### config.mk
export PLATFORM = sky130hd
export DESIGN_NAME = lcd_timing_gen
export DESIGN_NICKNAME = d
export VERILOG_FILES = /design/src/rtl/lcd_timing_pkg.sv /design/src/rtl/lcd_tg_ctrl.sv /design/src/rtl/lcd_tg_dp.sv /design/src/rtl/lcd_timing_gen.sv
export SDC_FILE = /design/constraint.sdc
export NUM_CORES = 1
export LEC_CHECK = 0
export ABC_CLOCK_PERIOD_IN_PS = 12960
export BUFFER_PORTS_ARGS = -buffer_cell sky130_fd_sc_hd__buf_2
export CELL_PAD_IN_SITES_DETAIL_PLACEMENT = 0
export CELL_PAD_IN_SITES_GLOBAL_PLACEMENT = 2
export CORE_ASPECT_RATIO = 1.2
export CORE_MARGIN = 2
export CORE_UTILIZATION = 32
export CTS_CLUSTER_DIAMETER = 50
export DETAILED_ROUTE_END_ITERATION = 7
export PLACE_DENSITY_LB_ADDON = 0.12
export SLEW_MARGIN = 20
export SYNTH_ARGS = -nofsm -noshare
export SYNTH_HDL_FRONTEND = slang
export SYNTH_SLANG_ARGS = --single-unit
### constraint.sdc
create_clock -name clk -period 12.96 [get_ports clk]
set_clock_uncertainty 0.15 [all_clocks]
set_input_delay 3.24 -clock clk [delete_from_list [all_inputs] [get_ports clk]]
set_output_delay 3.24 -clock clk [all_outputs]
set_load 0.02 [all_outputs]
### src/rtl/lcd_timing_pkg.sv
package lcd_timing_pkg;
  localparam int IRQ_BITS = 3;
  localparam int IRQ_VSYNC = 0;
  localparam int IRQ_DISP = 1;
  localparam int IRQ_MATCH = 2;

  // Strobes passed from the counter control to the output datapath
  typedef struct packed {
    logic run;        // counters are running this cycle
    logic evtVsync;   // first clock of the first line
    logic evtDisp;    // first clock of the first active line
    logic evtMatch;   // first clock of the programmed match line
  } tgStrobe_t;
endpackage

### src/rtl/lcd_tg_ctrl.sv
module lcd_tg_ctrl
  import lcd_timing_pkg::*;
#(
  parameter int CW = 10
) (
  input  logic          clk,
  input  logic          rstN,
  input  logic          enable,
  input  logic [CW-1:0] hTotal,
  input  logic [CW-1:0] vTotal,
  input  logic [CW-1:0] vDispStart,
  input  logic [CW-1:0] matchLine,
  output logic [CW-1:0] hCount,
  output logic [CW-1:0] vCount,
  output tgStrobe_t     strobe
);
  localparam int EW = CW + 1;

  logic [EW-1:0] hNext;
  logic [EW-1:0] vNext;
  logic hWrap;
  logic vWrap;
  logic atLineStart;

  // Compare one bit wider so that a total of 0 or 1 still wraps cleanly
  assign hNext = {1'b0, hCount} + EW'(1);
  assign vNext = {1'b0, vCount} + EW'(1);
  assign hWrap = hNext >= {1'b0, hTotal};
  assign vWrap = vNext >= {1'b0, vTotal};

  always_ff @(posedge clk or negedge rstN) begin
    if (!rstN) begin
      hCount <= '0;
      vCount <= '0;
    end else if (!enable) begin
      hCount <= '0;
      vCount <= '0;
    end else if (hWrap) begin
      hCount <= '0;
      vCount <= vWrap ? '0 : vNext[CW-1:0];
    end else begin
      hCount <= hNext[CW-1:0];
    end
  end

  assign atLineStart = enable && (hCount == '0);

  always_comb begin
    strobe.run      = enable;
    strobe.evtVsync = atLineStart && (vCount == '0);
    strobe.evtDisp  = atLineStart && (vCount == vDispStart);
    strobe.evtMatch = atLineStart && (vCount == matchLine);
  end


  idle_zero_chk: assert property (@(posedge clk) disable iff (!rstN)
    !enable |=> (hCount == '0 && vCount == '0));


  vcnt_hold_chk: assert property (@(posedge clk) disable iff (!rstN)
    (enable && !hWrap) |=> $stable(vCount));
endmodule

### src/rtl/lcd_tg_dp.sv
module lcd_tg_dp
  import lcd_timing_pkg::*;
#(
  parameter int CW = 10
) (
  input  logic                clk,
  input  logic                rstN,
  input  tgStrobe_t           strobe,
  input  logic [CW-1:0]       hCount,
  input  logic [CW-1:0]       vCount,
  input  logic [CW-1:0]       hSyncEnd,
  input  logic [CW-1:0]       hDispStart,
  input  logic [CW-1:0]       hActive,
  input  logic [CW-1:0]       vSyncEnd,
  input  logic [CW-1:0]       vDispStart,
  input  logic [CW-1:0]       vActive,
  input  logic [1:0]          syncPol,
  input  logic [IRQ_BITS-1:0] irqMask,
  input  logic [IRQ_BITS-1:0] irqClear,
  output logic                hsyncOut,
  output logic                vsyncOut,
  output logic                deOut,
  output logic [CW-1:0]       pixX,
  output logic [CW-1:0]       pixY,
  output logic [IRQ_BITS-1:0] irqStatus,
  output logic                irqOut
);
  localparam int EW = CW + 1;

  logic hsActive;
  logic vsActive;
  logic hInWin;
  logic vInWin;
  logic [EW-1:0] hDispEnd;
  logic [EW-1:0] vDispEnd;
  logic [IRQ_BITS-1:0] evtVec;

  assign hDispEnd = {1'b0, hDispStart} + {1'b0, hActive};
  assign vDispEnd = {1'b0, vDispStart} + {1'b0, vActive};

  assign hsActive = strobe.run && (hCount < hSyncEnd);
  assign vsActive = strobe.run && (vCount < vSyncEnd);
  assign hsyncOut = syncPol[0] ? hsActive : ~hsActive;
  assign vsyncOut = syncPol[1] ? vsActive : ~vsActive;

  assign hInWin = (hCount >= hDispStart) && ({1'b0, hCount} < hDispEnd);
  assign vInWin = (vCount >= vDispStart) && ({1'b0, vCount} < vDispEnd);
  assign deOut  = strobe.run && hInWin && vInWin;
  assign pixX   = deOut ? (hCount - hDispStart) : '0;
  assign pixY   = deOut ? (vCount - vDispStart) : '0;

  always_comb begin
    evtVec            = '0;
    evtVec[IRQ_VSYNC] = strobe.evtVsync;
    evtVec[IRQ_DISP]  = strobe.evtDisp;
    evtVec[IRQ_MATCH] = strobe.evtMatch;
  end

  // Set takes priority over a clear in the same cycle
  always_ff @(posedge clk or negedge rstN) begin
    if (!rstN) irqStatus <= '0;
    else       irqStatus <= (irqStatus & ~irqClear) | evtVec;
  end

  assign irqOut = |(irqStatus & irqMask);


  vs_set_chk: assert property (@(posedge clk) disable iff (!rstN)
    strobe.evtVsync |=> irqStatus[IRQ_VSYNC]);


  match_clr_chk: assert property (@(posedge clk) disable iff (!rstN)
    (irqClear[IRQ_MATCH] && !strobe.evtMatch) |=> !irqStatus[IRQ_MATCH]);


  de_run_chk: assert property (@(posedge clk) disable iff (!rstN)
    deOut |-> strobe.run);
endmodule

### src/rtl/lcd_timing_gen.sv
module lcd_timing_gen
  import lcd_timing_pkg::*;
#(
  parameter int CW = 10
) (
  input  logic                clk,
  input  logic                rstN,
  input  logic                enable,
  input  logic [CW-1:0]       hSyncEnd,
  input  logic [CW-1:0]       hDispStart,
  input  logic [CW-1:0]       hActive,
  input  logic [CW-1:0]       hTotal,
  input  logic [CW-1:0]       vSyncEnd,
  input  logic [CW-1:0]       vDispStart,
  input  logic [CW-1:0]       vActive,
  input  logic [CW-1:0]       vTotal,
  input  logic [CW-1:0]       matchLine,
  input  logic [1:0]          syncPol,
  input  logic [IRQ_BITS-1:0] irqMask,
  input  logic [IRQ_BITS-1:0] irqClear,
  output logic                hsyncOut,
  output logic                vsyncOut,
  output logic                deOut,
  output logic [CW-1:0]       pixX,
  output logic [CW-1:0]       pixY,
  output logic [CW-1:0]       curLine,
  output logic [IRQ_BITS-1:0] irqStatus,
  output logic                irqOut
);
  logic [CW-1:0] hCount;
  logic [CW-1:0] vCount;
  tgStrobe_t strobe;

  lcd_tg_ctrl #(.CW(CW)) u_ctrl (
    .clk(clk), .rstN(rstN), .enable(enable),
    .hTotal(hTotal), .vTotal(vTotal),
    .vDispStart(vDispStart), .matchLine(matchLine),
    .hCount(hCount), .vCount(vCount), .strobe(strobe)
  );

  lcd_tg_dp #(.CW(CW)) u_dp (
    .clk(clk), .rstN(rstN), .strobe(strobe),
    .hCount(hCount), .vCount(vCount),
    .hSyncEnd(hSyncEnd), .hDispStart(hDispStart), .hActive(hActive),
    .vSyncEnd(vSyncEnd), .vDispStart(vDispStart), .vActive(vActive),
    .syncPol(syncPol), .irqMask(irqMask), .irqClear(irqClear),
    .hsyncOut(hsyncOut), .vsyncOut(vsyncOut), .deOut(deOut),
    .pixX(pixX), .pixY(pixY), .irqStatus(irqStatus), .irqOut(irqOut)
  );

  assign curLine = vCount;
endmodule

==> impl_metrics.json <==
{
  "multi_input_area_um2": 3540,
  "clock-sinks": 23,
  "rsz0062_at_grt": "no",
  "overflow": 0,
  "drcViolationCount": 0,
  "drt_pass1_iterations": 4,
  "num_vias": 4332,
  "die_area_um2": 15100,
  "holdCritPathClass": "reg2reg",
  "syn_nets": 783,
  "synth_flop_cell": "dfrtp_1",
  "cellPowerDensity_nw_per_um2": 52.2,
  "worst_pin_slew_ns": 0.949,
  "clk_latency_ns": 0.26,
  "regArea_um2": 576,
  "post-route-period-util_pct": 80.9,
  "ir_drop_mv": 0.0394,
  "drt.antenna.violating_nets": 0,
  "cts.repair.resized": 0,
  "grt_pass1_vias": 4420,
  "grt_max_degree": 30,
  "die_w_um": 113,
  "syn_area_um2": 4520,
  "synth_edf_count": 0,
  "start_kind": "primary input",
  "status": "finished, final reports clean",
  "cts_buffers": 3,
  "setup_tns_ns": 0,
  "syn2layout_area_growth_pct": 20.3,
  "fin_crit_ns": 10.48,
  "p_sw_uw": 105,
  "cp_max_fo": 21,
  "instances_no_fill": 880,
  "drive_above_1_share_pct": 21.0,
  "setup_viol": 0,
  "synthArstFlopShare_pct": 100,
  "required_ns": 9.57,
  "htreeDepth": 1,
  "path_buf_inv": 2,
  "hold_violations": 0,
  "end_kind": "output port",
  "switching_share_pct": 36.9,
  "cap_violations": 0,
  "fmax_ghz": 0.0954,
  "grt_pass1_wl_um": 21200,
  "drt_iter0_drc": 98,
  "path_delay_family": "compound AO/OA/AOI/OAI gates",
  "coreArea_um2": 13800,
  "vias_per_cell": 4.92,
  "wirelength_um": 12800,
  "drv_slew": 0,
  "pwr-share-seq_pct": 28.5,
  "die_h_um": 134,
  "clock-root-buffer": "clkbuf_16",
  "ys_warn_count": 0,
  "seq_area_frac_synth_pct": 12.7,
  "yosys_register_bits": 23,
  "p_leak_nw": 3.18,
  "placed_cells": 875,
  "syn-mean-instance-area_um2": 7.83,
  "clockBufferDepth": 2,
  "timing.hold.ws_ns": 0.433,
  "wire_per_inst_um": 14.5,
  "num_rows": 47,
  "synthCells": 578,
  "most-common-layout-cells": "buf_2, ha_1, inv_1",
  "path_class": "in2out",
  "slowest_stage": "a311o_1",
  "relSlewSlack_pct": 36.7,
  "max_stage_delay_ns": 0.63,
  "cts_tree": "done",
  "layout.nets": 914,
  "final_common_cell": "buf_2",
  "floorplan.initialDensity_pct": 32.7,
  "post_cts_buffers": 0,
  "ios": 138,
  "gp_congestion": 0.800,
  "grtUsageTotal_pct": 16.9,
  "path_clk_slew_ns": 0.06,
  "cts_hold_buf": 0,
  "yosysUniqueCellTypes": 51,
  "fill_cells": 1492,
  "crit_arrival_ns": 7.09,
  "clkPwrFrac_pct": 24.0,
  "antenna_found_initial": 1,
  "hpwl_um": 11000,
  "path_cells": "buf_2 -> ha_1 -> fa_1 -> a211o_1 -> o211ai_1 -> a21oi_1 -> o21ai_0 -> nand2b_1 -> xnor2_1 -> ha_1 -> a21o_1 -> a21oi_1 -> nor2b_1 -> o21ai_0 -> and3_1 -> a311o_1 -> nor3_2 -> buf_2",
  "p_comb_share_pct": 47.5,
  "intPower_uw": 180,
  "portBuffers": 137
}
[stage by stage]
step | worst slack [ns] | total power [mW] | cell area [um2] | util, %
3_5_place_dp | 2.45 | 0.219 | 5360 | 38.8
6_report | 2.48 | 0.284 | 5440 | 39.4
2_1_floorplan | 3.08 | 0.174 | 4520 | -
3_3_place_gp | 2.55 | 0.218 | 5360 | 38.8
5_1_grt | 2.10 | 0.311 | 5440 | 39.4
4_1_cts | 2.44 | 0.288 | 5440 | 39.4
[cell usage after synthesis, drive strengths merged (9+ instances only)]
| cell type | count | area share [%] |
|---|---|---|
| nand2b | 13 | 1.8 |
| inv | 91 | 7.5 |
| xnor2 | 28 | 5.4 |
| ha | 100 | 28 |
| o21a | 9 | 1.5 |
| dfrtp | 23 | 13 |
| xor2 | 26 | 5.0 |
| nand3 | 25 | 2.8 |
| nor3 | 16 | 2.2 |
| nand2 | 17 | 1.4 |
| a21oi | 31 | 3.4 |
| o21ai | 35 | 3.9 |
| and3 | 10 | 1.6 |
| nor2 | 39 | 3.2 |
| nor2b | 14 | 1.9 |
| a21o | 20 | 3.3 |
[cells by family (layout without fill, tap and decap cells)]
family,count (synthesis),in the layout,share of synthesized area (%)
mux,5,5,1.11
fa+ha+maj,104,104,29.4
flops,23,23,12.7
compound gates,136,136,19.3
buf+inv,102,232,8.99
other cells,0,1,0
xor+xnor,54,54,10.5
simple gates,154,154,18.0
[layer usage]
layer  global-route usage (%)  vias up  wire (um)
met5                        0        -          0
met4                     2.24        0        112
met3                     1.94        8        534
met2                     31.6      110       6440
met1                     21.2     1942       5690
li1                         -     2272          -
[sequential cells by signal (all words and copies together) (netlist names)]
register / flops
u_ctrl.hCount: 10
u_ctrl.vCount: 10
u_dp.irqStatus: 3
[area by class of cell]
type	instances	share of cell area [%]
multi-input combinational	453	65.1
timing repair buffer	137	12.6
sequential	23	10.6
inverter	91	6.27
tap	171	3.93
clock buffer	3	1.38
clock inverter	1	0.138
antenna	1	0.0460
[power groups by stage]
stage	registers (mW)	clock network, mW	logic [mW]
after global routing	0.0820	0.0727	0.156
after floorplan	0.0816	0	0.0925
final	0.0811	0.0683	0.135
after CTS	0.0813	0.0698	0.137
after detailed placement	0.0827	0	0.136
after global placement	0.0824	0	0.136
[tightest hold or removal path, cell delays in order, from the launching register on]
cell,delay [ns]
dfrtp_1,0.41
inv_1,0.06
o21ai_0,0.07
[worst paths after layout]
path,startpoint,end,slack [ns],depth (start not counted)
max in group asynchronous,rstN,u_ctrl.vCount[9]$_DFFE_PN0P_,9.50,1
min in group asynchronous,rstN,u_ctrl.vCount[3]$_DFFE_PN0P_,2.80,1
setup reg to reg,u_ctrl.hCount[3]$_DFF_PN0_,u_ctrl.vCount[2]$_DFFE_PN0P_,9.32,12
setup / recovery,hDispStart[0],pixX[8],2.48,18
hold reg to reg,u_dp.irqStatus[1]$_DFF_PN0_,u_dp.irqStatus[1]$_DFF_PN0_,0.43,2
hold / removal,u_dp.irqStatus[1]$_DFF_PN0_,u_dp.irqStatus[1]$_DFF_PN0_,0.43,2
Power figures use the tool's default switching activity.
